===== config.mk =====
export PLATFORM = sky130hd
export DESIGN_NAME = sar_conv_seq
export DESIGN_NICKNAME = d
export VERILOG_FILES = /design/src/rtl/sar_seq_pkg.sv /design/src/rtl/sar_samp_cnt.sv /design/src/rtl/sar_step_cnt.sv /design/src/rtl/sar_trial_reg.sv /design/src/rtl/sar_conv_seq.sv
export SDC_FILE = /design/constraint.sdc
export NUM_CORES = 1
export LEC_CHECK = 0
export ABC_AREA = 1
export BUFFER_PORTS_ARGS = -buffer_cell sky130_fd_sc_hd__buf_2
export CAP_MARGIN = 20
export CORE_MARGIN = 8
export CORE_UTILIZATION = 40
export CTS_BUF_LIST = sky130_fd_sc_hd__clkbuf_2
export DETAILED_ROUTE_END_ITERATION = 16
export PLACE_DENSITY = 0.64
export SLEW_MARGIN = 0
export SYNTH_ARGS = -nofsm -noshare
export SYNTH_HDL_FRONTEND = slang
export SYNTH_SLANG_ARGS = --single-unit

===== constraint.sdc =====
create_clock -name clk_i -period 2.1 [get_ports clk_i]
set_clock_uncertainty 0.2 [all_clocks]
set_input_delay 0.105 -clock clk_i [delete_from_list [all_inputs] [get_ports clk_i]]
set_output_delay 0.105 -clock clk_i [all_outputs]
set_load 0.005 [all_outputs]

===== src/rtl/sar_seq_pkg.sv =====
package sar_seq_pkg;
  typedef enum logic [1:0] {
    ST_IDLE = 2'd0,
    ST_SAMP = 2'd1,
    ST_CONV = 2'd2
  } seq_state_e;

  // resolution in bits for a 2-bit select: each code step drops two bits
  function automatic int res_bits(input int data_w, input logic [1:0] sel);
    return data_w - 2 * int'(sel);
  endfunction
endpackage


===== src/rtl/sar_samp_cnt.sv =====
module sar_samp_cnt #(
  parameter int SAMP_W = 8
) (
  input  logic              clk_i,
  input  logic              rst_ni,
  input  logic              load_i,
  input  logic [SAMP_W-1:0] len_i,
  output logic              active_o,
  output logic              last_o
);
  logic [SAMP_W-1:0] cnt_q;

  always_ff @(posedge clk_i or negedge rst_ni) begin
    if (!rst_ni)            cnt_q <= '0;
    else if (load_i)        cnt_q <= len_i;
    else if (cnt_q != '0)   cnt_q <= cnt_q - SAMP_W'(1);
  end

  assign active_o = (cnt_q != '0);
  assign last_o   = (cnt_q == SAMP_W'(1));

  // the sequencer may only open a window when none is running
  p_no_reload_r7: assert property (@(posedge clk_i) disable iff (!rst_ni)
    load_i |-> !active_o);
  p_len_nonzero_r3: assert property (@(posedge clk_i) disable iff (!rst_ni)
    load_i |=> active_o);
endmodule


===== src/rtl/sar_step_cnt.sv =====
module sar_step_cnt #(
  parameter int STEP_W = 5
) (
  input  logic              clk_i,
  input  logic              rst_ni,
  input  logic              load_i,
  input  logic              run_i,
  input  logic [STEP_W-1:0] limit_i,
  output logic              decide_o,
  output logic              last_o
);
  logic [STEP_W-1:0] k_q;

  always_ff @(posedge clk_i or negedge rst_ni) begin
    if (!rst_ni)      k_q <= '0;
    else if (load_i)  k_q <= '0;
    else if (run_i)   k_q <= k_q + STEP_W'(1);
  end

  // cycle 0 is the extra half cycle; every even cycle after it closes a bit
  assign decide_o = run_i && (k_q != '0) && !k_q[0];
  assign last_o   = run_i && (k_q == limit_i);

  p_step_bound_r5: assert property (@(posedge clk_i) disable iff (!rst_ni)
    run_i |-> k_q <= limit_i);
  p_last_decides_r6: assert property (@(posedge clk_i) disable iff (!rst_ni)
    last_o |-> decide_o);
endmodule


===== src/rtl/sar_trial_reg.sv =====
module sar_trial_reg #(
  parameter int DATA_W = 12
) (
  input  logic              clk_i,
  input  logic              rst_ni,
  input  logic              load_i,
  input  logic              decide_i,
  input  logic              last_i,
  input  logic              comp_i,
  output logic [DATA_W-1:0] trial_o,
  output logic [DATA_W-1:0] resolved_o
);
  localparam logic [DATA_W-1:0] MSB_ONLY = {1'b1, {(DATA_W-1){1'b0}}};

  logic [DATA_W-1:0] ptr_q, trial_q;

  assign resolved_o = comp_i ? trial_q : (trial_q & ~ptr_q);

  always_ff @(posedge clk_i or negedge rst_ni) begin
    if (!rst_ni) begin
      ptr_q   <= '0;
      trial_q <= '0;
    end else if (load_i) begin
      ptr_q   <= MSB_ONLY;
      trial_q <= MSB_ONLY;
    end else if (decide_i) begin
      if (last_i) begin
        ptr_q   <= '0;
        trial_q <= '0;
      end else begin
        ptr_q   <= ptr_q >> 1;
        trial_q <= resolved_o | (ptr_q >> 1);
      end
    end
  end

  assign trial_o = trial_q;

  p_ptr_onehot_r6: assert property (@(posedge clk_i) disable iff (!rst_ni)
    $onehot0(ptr_q));
  p_keep_bit_r6: assert property (@(posedge clk_i) disable iff (!rst_ni)
    (decide_i && comp_i && !last_i && !load_i) |=> (trial_q & $past(ptr_q)) != '0);
  p_drop_bit_r6: assert property (@(posedge clk_i) disable iff (!rst_ni)
    (decide_i && !comp_i && !last_i && !load_i) |=> (trial_q & $past(ptr_q)) == '0);
endmodule


===== src/rtl/sar_conv_seq.sv =====
module sar_conv_seq #(
  parameter int DATA_W = 12,
  parameter int SAMP_W = 8
) (
  input  logic              clk_i,
  input  logic              rst_ni,
  input  logic              start_i,
  input  logic [1:0]        res_sel_i,
  input  logic [SAMP_W-1:0] samp_len_i,
  input  logic              comp_i,
  output logic [DATA_W-1:0] dac_o,
  output logic              samp_en_o,
  output logic              samp_end_o,
  output logic              conv_done_o,
  output logic [DATA_W-1:0] result_o
);
  import sar_seq_pkg::*;

  localparam int STEP_W = $clog2(2 * DATA_W + 1);

  seq_state_e        state_q;
  logic [1:0]        res_q;
  logic              start_acc, samp_active, samp_last;
  logic              step_decide, step_last, conv_run;
  logic [STEP_W-1:0] step_limit;
  logic [SAMP_W-1:0] samp_len_eff;
  logic [DATA_W-1:0] keep_mask, resolved;
  logic              samp_end_q, done_q;
  logic [DATA_W-1:0] result_q;

  assign start_acc    = start_i && (state_q == ST_IDLE);
  assign samp_len_eff = (samp_len_i == '0) ? SAMP_W'(1) : samp_len_i;
  assign conv_run     = (state_q == ST_CONV);
  assign step_limit   = STEP_W'(2 * res_bits(DATA_W, res_q));
  assign keep_mask    = ~((DATA_W'(1) << {res_q, 1'b0}) - DATA_W'(1));

  always_ff @(posedge clk_i or negedge rst_ni) begin
    if (!rst_ni) begin
      state_q <= ST_IDLE;
      res_q   <= '0;
    end else begin
      unique case (state_q)
        ST_IDLE: if (start_acc) begin
          state_q <= ST_SAMP;
          res_q   <= res_sel_i;
        end
        ST_SAMP: if (samp_last) state_q <= ST_CONV;
        ST_CONV: if (step_last) state_q <= ST_IDLE;
        default: state_q <= ST_IDLE;
      endcase
    end
  end

  sar_samp_cnt #(.SAMP_W(SAMP_W)) u_samp (
    .clk_i    (clk_i),
    .rst_ni   (rst_ni),
    .load_i   (start_acc),
    .len_i    (samp_len_eff),
    .active_o (samp_active),
    .last_o   (samp_last)
  );

  sar_step_cnt #(.STEP_W(STEP_W)) u_step (
    .clk_i    (clk_i),
    .rst_ni   (rst_ni),
    .load_i   (samp_last),
    .run_i    (conv_run),
    .limit_i  (step_limit),
    .decide_o (step_decide),
    .last_o   (step_last)
  );

  sar_trial_reg #(.DATA_W(DATA_W)) u_trial (
    .clk_i      (clk_i),
    .rst_ni     (rst_ni),
    .load_i     (samp_last),
    .decide_i   (step_decide),
    .last_i     (step_last),
    .comp_i     (comp_i),
    .trial_o    (dac_o),
    .resolved_o (resolved)
  );

  always_ff @(posedge clk_i or negedge rst_ni) begin
    if (!rst_ni) begin
      samp_end_q <= 1'b0;
      done_q     <= 1'b0;
      result_q   <= '0;
    end else begin
      samp_end_q <= samp_last;
      done_q     <= step_last;
      if (step_last) result_q <= resolved & keep_mask;
    end
  end

  assign samp_en_o   = samp_active;
  assign samp_end_o  = samp_end_q;
  assign conv_done_o = done_q;
  assign result_o    = result_q;

  p_samp_end_pulse_r4: assert property (@(posedge clk_i) disable iff (!rst_ni)
    samp_end_o |-> ($past(samp_en_o) && !samp_en_o));
  p_trial_low_zero_r2: assert property (@(posedge clk_i) disable iff (!rst_ni)
    conv_run |-> (dac_o & ~keep_mask) == '0);
  p_result_low_zero_r2: assert property (@(posedge clk_i) disable iff (!rst_ni)
    conv_done_o |-> (result_o & ~keep_mask) == '0);
  p_res_held_r8: assert property (@(posedge clk_i) disable iff (!rst_ni)
    (state_q != ST_IDLE) |=> $stable(res_q));
  p_idle_dac_zero_r9: assert property (@(posedge clk_i) disable iff (!rst_ni)
    (state_q == ST_IDLE) |-> dac_o == '0);
  p_pulses_apart_r5: assert property (@(posedge clk_i) disable iff (!rst_ni)
    $onehot0({samp_end_o, conv_done_o}));
  p_result_hold_r9: assert property (@(posedge clk_i) disable iff (!rst_ni)
    !conv_done_o |-> $stable(result_o));
endmodule


Word level (Yosys, flattened, before mapping):

Cells that the tools add are included.

* flip-flop bits (word level): 55
* input port bits: 14
* output and inout port bits: 27

* equality and inequality tests: 7
* add/subtract/negate cells: 4
* muxes and demuxes: 16
* shift operators: 1
* bitwise operators: 5
* reductions and logical operators: 14

Operators by type and width (number)
* two-way mux 12 bit: 6
* AND 12 bit: 2
* two-way mux 8 bit: 3
* inverter 12 bit: 2
* OR 12 x 11 -> 12 bit: 1
* << shifter 1 x 3 -> 12 bit, first input constant: 1
* subtractor 12 x 2 -> 12 bit, second input constant: 1
* two-way mux 11 bit: 1
* two-way mux 5 bit: 2
* equality test 8 x 1 -> 1 bit, second input constant: 1
* zero test 8 bit: 1
* nonzero test 8 bit: 1
* subtractor 8 x 1 -> 8 bit, second input constant: 1
* two-way mux 2 bit: 3
* != test 2 bit, second input constant: 3
* case mux 2 bit (3 select lines): 1
* nonzero test 2 bit: 3
* adder 5 x 1 -> 5 bit, second input constant: 1
* equality test 5 bit: 1
* nonzero test 5 bit: 1
* logical AND 1 bit: 4
* subtractor 4 x 3 -> 4 bit, first input constant: 1
* AND reduction 3 bit: 1
* equality test 2 x 1 -> 1 bit, second input constant: 1
* 4 further kinds: 4

Longest topological paths before layout:

Gate-level depths: netlist of the first run.

* word-level depth: 7
* gate-level depth with buffers: 11
* mapped depth without buffers: 9

Modules after synthesis:

Synthesis of the first run repeated with hierarchy kept, for this count alone.

* cells, all modules: 369
* area, all modules: 2890.3 um2

By module, submodules not included
* sar_trial_reg: cells each 134, area each 1067.3 um2, instances 1
* sar_conv_seq: cells each 103, area each 874.6 um2, instances 1
* sar_samp_cnt: cells each 78, area each 593.1 um2, instances 1
* sar_step_cnt: cells each 54, area each 355.3 um2, instances 1

Worst setup path before layout of the first run:

Ideal clock, no wire load.

* path kind: reg-to-reg
* start: register res_q[0]
* end: register u_trial.ptr_q[1]
* period minus slack after synthesis: 1.787 ns
* slack: 0.313 ns
* setup time: 0.117 ns
* buffers on the path: 2
* cell stages (with the launch flop): 11
* arrival time: 1.470 ns
* cell sequence: dfrtp_1 > inv_1 > ha_1 > nand2_1 > nand2_1 > nor2_1 > nand3_2 > buf_6 > buf_6 > nand3_1 > nand2_1

* longest elaborated chain between the ends: 6

RTL lines
* start: declaration: RTL line sar_conv_seq.sv:22 `logic [1:0] res_q;`
* start signal: assignment: RTL line sar_conv_seq.sv:45 `res_q <= res_sel_i;`
* subtractor 4 x 3 -> 4 bit: RTL line sar_seq_pkg.sv:10 `return data_w - 2 * int'(sel);`
* equality test 5 bit: RTL line sar_step_cnt.sv:22 `assign last_o = run_i && (k_q == limit_i);`
* logical AND 1 bit: RTL line sar_step_cnt.sv:22
* two-way mux 11 bit: RTL line sar_trial_reg.sv:27 `if (last_i) begin`
* two-way mux 12 bit: RTL line sar_trial_reg.sv:26 `end else if (decide_i) begin`
* two-way mux 12 bit: RTL line sar_trial_reg.sv:23 `end else if (load_i) begin`
* end signal: assignment: RTL line sar_trial_reg.sv:31 `ptr_q <= ptr_q >> 1;`
* end: declaration: RTL line sar_trial_reg.sv:15 `logic [DATA_W-1:0] ptr_q, trial_q;`

No other way between the ends. The select of a mux whose other input is x is not followed.
A chain may end at the register's enable or synchronous reset.

Final worst setup path of the first run:

* start: register u_samp.cnt_q[0]
* end: output port samp_en_o

* longest elaborated chain between the ends: 1

RTL lines
* start: declaration: RTL line sar_samp_cnt.sv:11 `logic [SAMP_W-1:0] cnt_q;`
* start signal: assignment: RTL line sar_samp_cnt.sv:15 `else if (load_i) cnt_q <= len_i;`
* start signal: assignment: RTL line sar_samp_cnt.sv:16 `else if (cnt_q != '0) cnt_q <= cnt_q - SAMP_W'(1);`
* nonzero test 8 bit: RTL line sar_samp_cnt.sv:19 `assign active_o = (cnt_q != '0);`
* end: declaration: RTL line sar_conv_seq.sv:12 `output logic samp_en_o,`

No other way between the ends.

==> results of run 1 <==
[critical path, delay by kind of cell, from the launching register on]
family	cells	cell delay (ns)
fa+ha+maj	1	0.21
buf+inv	3	0.28
flops	1	0.47
simple gates	2	0.27
[what timing repair did]
action,in CTS,in global routing
setup buffers,0,4
endpoints found under the setup margin,0,33
hold endpoints to repair,71,0
hold buffers,16,0
resized for setup,0,5
[final timing paths]
kind | cells past startpoint | startpoint | endpoint
min in group asynchronous | 3 | rst_ni | result_o[10]$_DFFE_PN0P_
worst max-delay path | 6 | u_samp.cnt_q[0]$_DFFE_PN0P_ | samp_en_o
worst max register to register | 9 | res_q[0]$_DFFE_PN0P_ | u_trial.trial_o[5]$_DFFE_PN0P_
max in group asynchronous | 3 | rst_ni | samp_end_o$_DFF_PN0_
worst min-delay path | 4 | samp_len_i[5] | u_samp.cnt_q[5]$_DFFE_PN0P_
worst min register to register | 2 | result_o[4]$_DFFE_PN0P_ | result_o[4]$_DFFE_PN0P_
[sequential cells by signal (all words and copies together), names as in the netlist]
name and count:
u_trial.ptr_q 12, result_o 12, state_q 2, u_trial.trial_o 12
samp_end_o 1, u_samp.cnt_q 8, res_q 2, u_step.k_q 5
conv_done_o 1
[layout make-up]
cell class	instances	area share, %
Clock inverter	2	1.66
Tap cell	99	3.43
Clock buffer	6	0.832
Sequential cell	55	38.1
Timing Repair Buffer	71	13.9
Inverter	43	4.47
Multi-Input combinational cell	259	37.5
[synth_stat cells (2+ instances only)]
| cell | instances | area [µm²] |
|---|---|---|
| buf_2 | 6 | 30.0 |
| nor2_2 | 4 | 25.0 |
| a21oi_1 | 6 | 30.0 |
| nor2_4 | 2 | 22.5 |
| o21bai_1 | 2 | 15.0 |
| buf_4 | 2 | 15.0 |
| a21boi_0 | 10 | 75.1 |
| nand2_1 | 105 | 394 |
| nor3_1 | 3 | 15.0 |
| nand2_2 | 3 | 18.8 |
| or2_2 | 9 | 56.3 |
| inv_1 | 42 | 158 |
| nand3_2 | 8 | 80.1 |
| nand3_1 | 41 | 205 |
| ha_1 | 10 | 125 |
| o21ai_0 | 22 | 110 |
| buf_6 | 4 | 45.0 |
| dfrtp_1 | 55 | 1380 |
| xor2_1 | 2 | 17.5 |
| nor2_1 | 26 | 97.6 |
[power groups by stage]
stage | registers, W | logic [W] | clock network, W
6_report | 0.00149 | 0.00142 | 0.000651
3_5_place_dp | 0.00152 | 0.00131 | 0
5_1_grt | 0.00153 | 0.00165 | 0.000713
3_3_place_gp | 0.00152 | 0.00129 | 0
4_1_cts | 0.00150 | 0.00134 | 0.000682
2_1_floorplan | 0.00148 | 0.000985 | 0
[cells by family (layout without fill, tap and decap cells)]
group | Yosys count | in the layout | share of synthesized area (%)
compound gates | 43 | 43 | 8.53
xor+xnor | 3 | 3 | 0.887
fa+ha+maj | 10 | 10 | 4.22
buf+inv | 55 | 122 | 8.48
flops | 55 | 55 | 46.4
simple gates | 203 | 203 | 31.4
[layer usage]
layer  part of all wire, %  track usage, %  vias to the layer above
li1                      -               -                     1302
met1                    44            17.1                     1173
met2                    48            23.2                       56
met3                   6.7            3.07                        7
met4                   1.1            3.50                        0
met5                     0               0                        -
[stage by stage]
step | total power, W | hold WS [ns] | setup TNS, ns | utilization, %
floorplan | 0.00247 | -0.391 | 0 | -
global placement | 0.00281 | -0.127 | 0 | 45.5
detailed placement | 0.00283 | -0.126 | 0 | 45.5
CTS | 0.00353 | 0.172 | 0 | 49.0
global route | 0.00389 | 0.180 | -0.0101 | 50.0
finish | 0.00356 | 0.205 | 0 | 50.0
==> results.sh, run 1 <==
export IMPL_status="finished clean"
export IMPL_finalNonFillerCells=535
export IMPL_drt_pass1_iter_count=4
export IMPL_cts_tree="yes"
export IMPL_dp_slack_ns=0.122
export IMPL_ant_nets=0
export IMPL_first_iter_violations=134
export IMPL_fillers=724
export IMPL_relSlewSlack_pct=46.7
export IMPL_async_reset_ff_share_pct=100
export IMPL_final_common_cell="nand2_1"
export IMPL_die_w_um=102
export IMPL_io_buffer_count=40
export IMPL_register_area_um2=1380
export IMPL_internal_power_w=0.00218
export IMPL_leakagePower_nw=1.97
export IMPL_placed_area_um2=3290
export IMPL_gp_congestion=0.803
export IMPL_hold_viol=0
export IMPL_clk_pin_slew_ns=0.26
export IMPL_peakVddDrop_v=0.000522
export IMPL_core_area_um2=7210
export IMPL_nets=459
export IMPL_syn_area_per_cell_um2=8.03
export IMPL_fin_crit_ns=1.96
export IMPL_grt_pass1_wl_um=11400
export IMPL_syn_num_nets=393
export IMPL_switching_share_pct=38.9
export IMPL_grt_overflow_total=0
export IMPL_cap_violations=0
export IMPL_stdcell_area_um2=3610
export IMPL_dpl_hpwl_um=4930
export IMPL_ff2ff_setup_slack_ns=0.17
export IMPL_slowest_delay_ns=0.47
export IMPL_cp_start_kind="flip-flop"
export IMPL_critPathCaptureType="output port"
export IMPL_clockBufferDepth=2
export IMPL_die_area_um2=10400
export IMPL_io_pins=41
export IMPL_crit_arrival_ns=1.66
export IMPL_yosysWarnings=0
export IMPL_finalCritPeriodShare_pct=93.5
export IMPL_htreeDepth=2
export IMPL_crit_chain="inv_1 > ha_2 > nand2_1 > nor2_4 > inv_1 > buf_2"
export IMPL_drive_gt1_share_pct=21.3
export IMPL_drc=0
export IMPL_totalWireLength_um=6910
export IMPL_dp_cells=506
export IMPL_critical_path_required_ns=1.79
export IMPL_finalSetupViolations=0
export IMPL_multiInputGateArea_um2=1350
export IMPL_path_common_cell="inv_1"
export IMPL_grt_usage_pct=13.7
export IMPL_comb_power_share_pct=39.9
export IMPL_cts_sinks=55
export IMPL_grt_pass1_vias=2477
export IMPL_fin_ws_ns=0.137
export IMPL_grt_max_degree=41
export IMPL_via_count=2538
export IMPL_synth_edff_count=0
export IMPL_clock_root_buffer="clkbuf_2"
export IMPL_layout_common_cells="nand2_1, dfrtp_1, inv_1"
export IMPL_start_util_pct=41.1
export IMPL_yosysUniqueCellTypes=27
export IMPL_power_frac_seq_pct=41.8
export IMPL_synthFlopType="dfrtp_1"
export IMPL_worst_pin_slew_ns=0.797
export IMPL_std_cell_rows=31
export IMPL_numCtsBuffers=5
export IMPL_dieHeight_um=102
export IMPL_ys_ff_latch=55
export IMPL_hp_class="primary input to flip-flop"
export IMPL_p_sw_w=0.00138
export IMPL_diodes=0
export IMPL_slowest_stage="dfrtp_1"
export IMPL_drv_slew=0
export IMPL_synthCells=369
export IMPL_crit_fanout=4
export IMPL_worst_skew_pair_late_latency_ns=0.43
export IMPL_ys_seq_area_share_pct=46.4
export IMPL_antenna_found_initial=0
export IMPL_critPathKind="flip-flop to output port"
export IMPL_wl_per_cell_um=12.9
export IMPL_power_density_nw_per_um2=986
export IMPL_clockPowerShare_pct=18.3
export IMPL_vias_per_cell=4.74
export IMPL_synth_area_um2=2960
export IMPL_syn_to_final_growth_pct=21.7
export IMPL_max_freq_ghz=0.509
No activity file was read; power rests on OpenSTA's default activity.
==> inputs of run 2 (changes only) <==
- CORE_UTILIZATION: 40 -> 59
- PLACE_DENSITY: 0.64 -> 0.87
==> run 2 against run 1 <==
- maximum frequency rose by 1.7%
- core utilization rose by 20 points
- highest routed layer unchanged
- die area fell by 28%
- worst setup slack improved by 0.033 ns
- flip-flop and latch count did not move
- critical endpoint unchanged
- final area fell by 3.6%
- critical path depth did not move
- combinational power barely moved
==> results.sh, run 2 (same netlist as run 1, synthesis figures left out) <==
export IMPL_status="finished clean"
export IMPL_critPathCaptureType="output port"
export IMPL_critical_path_required_ns=1.79
export IMPL_finalNonFillerCells=500
export IMPL_finalCritPeriodShare_pct=91.9
export IMPL_die_w_um=86.9
export IMPL_hold_viol=0
export IMPL_fin_crit_ns=1.93
export IMPL_numCtsBuffers=5
export IMPL_first_iter_violations=156
export IMPL_max_freq_ghz=0.518
export IMPL_rsz0062_at_grt="no"
export IMPL_final_common_cell="nand2_1"
export IMPL_grt_pass1_wl_um=11100
export IMPL_antenna_found_initial=0
export IMPL_via_count=2534
export IMPL_multiInputGateArea_um2=1350
export IMPL_dp_slack_ns=0.213
export IMPL_cp_start_kind="flip-flop"
export IMPL_fin_ws_ns=0.170
export IMPL_cts_sinks=55
export IMPL_totalWireLength_um=6450
export IMPL_ant_nets=0
export IMPL_vias_per_cell=5.07
export IMPL_grt_max_degree=49
export IMPL_register_area_um2=1380
export IMPL_power_w=0.00334
export IMPL_nets=453
export IMPL_dpl_hpwl_um=4620
export IMPL_clockBufferDepth=2
export IMPL_grt_overflow_total=0
export IMPL_grt_pass1_vias=2401
export IMPL_io_pins=41
export IMPL_io_buffer_count=40
export IMPL_cts_tree="yes"
export IMPL_grt_usage_pct=18.3
export IMPL_drt_pass1_iter_count=5
export IMPL_fillers=387
export IMPL_gp_congestion=0.857
export IMPL_syn_to_final_growth_pct=17.4
export IMPL_core_area_um2=4980
export IMPL_drc=0
export IMPL_crit_fanout=4
export IMPL_clock_root_buffer="clkbuf_2"
export IMPL_crit_arrival_ns=1.62
export IMPL_leakagePower_nw=1.91
export IMPL_wl_per_cell_um=12.9
export IMPL_peakVddDrop_v=0.000654
export IMPL_htreeDepth=2
export IMPL_std_cell_rows=26
export IMPL_cap_violations=0
export IMPL_dp_cells=473
export IMPL_diodes=0
export IMPL_power_density_nw_per_um2=960
export IMPL_die_area_um2=7550
export IMPL_dieHeight_um=86.9
export IMPL_fin_setup_tns_ns=0
export IMPL_drv_slew=0
export IMPL_layout_common_cells="nand2_1, dfrtp_1, inv_1, nand3_1, buf_2"
export IMPL_start_util_pct=59.6
export IMPL_finalSetupViolations=0
export IMPL_worst_skew_pair_late_latency_ns=0.47
export IMPL_hp_class="primary input to flip-flop"
export IMPL_critPathKind="flip-flop to output port"
export IMPL_drive_gt1_share_pct=20.2
export IMPL_worst_pin_slew_ns=0.979
export IMPL_clk_pin_slew_ns=0.26
export IMPL_relSlewSlack_pct=34.5
[run 2: worst max-delay path: stages, from the launching register on]
cell	delay, ns
dfrtp_1	0.47
inv_1	0.10
ha_2	0.21
nand2_2	0.09
nor2_4	0.12
inv_1	0.07
buf_2	0.13
[run 2: path summary, 6_finish.rpt]
path                                                  end  slack, ns                         from  depth (start not counted)
min in group asynchronous  u_trial.trial_o[9]$_DFFE_PN0P_       0.44                       rst_ni                          4
max in group asynchronous            res_q[0]$_DFFE_PN0P_       0.46                       rst_ni                          3
setup / recovery                                samp_en_o       0.17  u_samp.cnt_q[0]$_DFFE_PN0P_                          6
hold reg to reg                   result_o[4]$_DFFE_PN0P_       0.32      result_o[4]$_DFFE_PN0P_                          2
setup reg to reg           u_trial.trial_o[4]$_DFFE_PN0P_       0.19         res_q[0]$_DFFE_PN0P_                          9
hold / removal                u_samp.cnt_q[7]$_DFFE_PN0P_       0.21                samp_len_i[7]                          4
[run 2: timing repair]
item / CTS / global route
buffers inserted: 0 / 1
endpoints found under the hold margin: 71 / 0
hold buffers: 18 / 0
endpoints found under the setup margin: 0 / 3
gates resized for setup: 0 / 5
[run 2: power breakdown]
group	internal [W]	switching, W
combinational	0.000548	0.000851
sequential	0.00129	0.000214
clock	0.0000880	0.000346
total	0.00193	0.00141
[run 2: metrics by stage]
stage	cell area [µm²]	utilization, %	hold WS [ns]
after floorplan	2960	-	-0.391
after global placement	3230	64.9	-0.0931
after detailed placement	3230	64.9	-0.0906
after CTS	3460	69.5	0.165
after global routing	3480	69.9	0.179
final	3480	69.9	0.206
[run 2: final cells by class]
class / instances / share of cell area (%)
sequential: 55 / 39.6
timing repair buffer: 65 / 13.2
clock buffer: 5 / 0.719
tap: 70 / 2.52
clock inverter: 3 / 0.647
multi-input combinational: 259 / 38.8
inverter: 43 / 4.64
[run 2: routing by layer]
layer / vias to the layer above / share of wire (%) / track usage [%]
li1: 1288 / - / -
met1: 1174 / 42 / 23.4
met2: 61 / 50 / 30.3
met3: 11 / 5.8 / 3.96
met4: 0 / 1.5 / 5.32
met5: - / 0 / 0
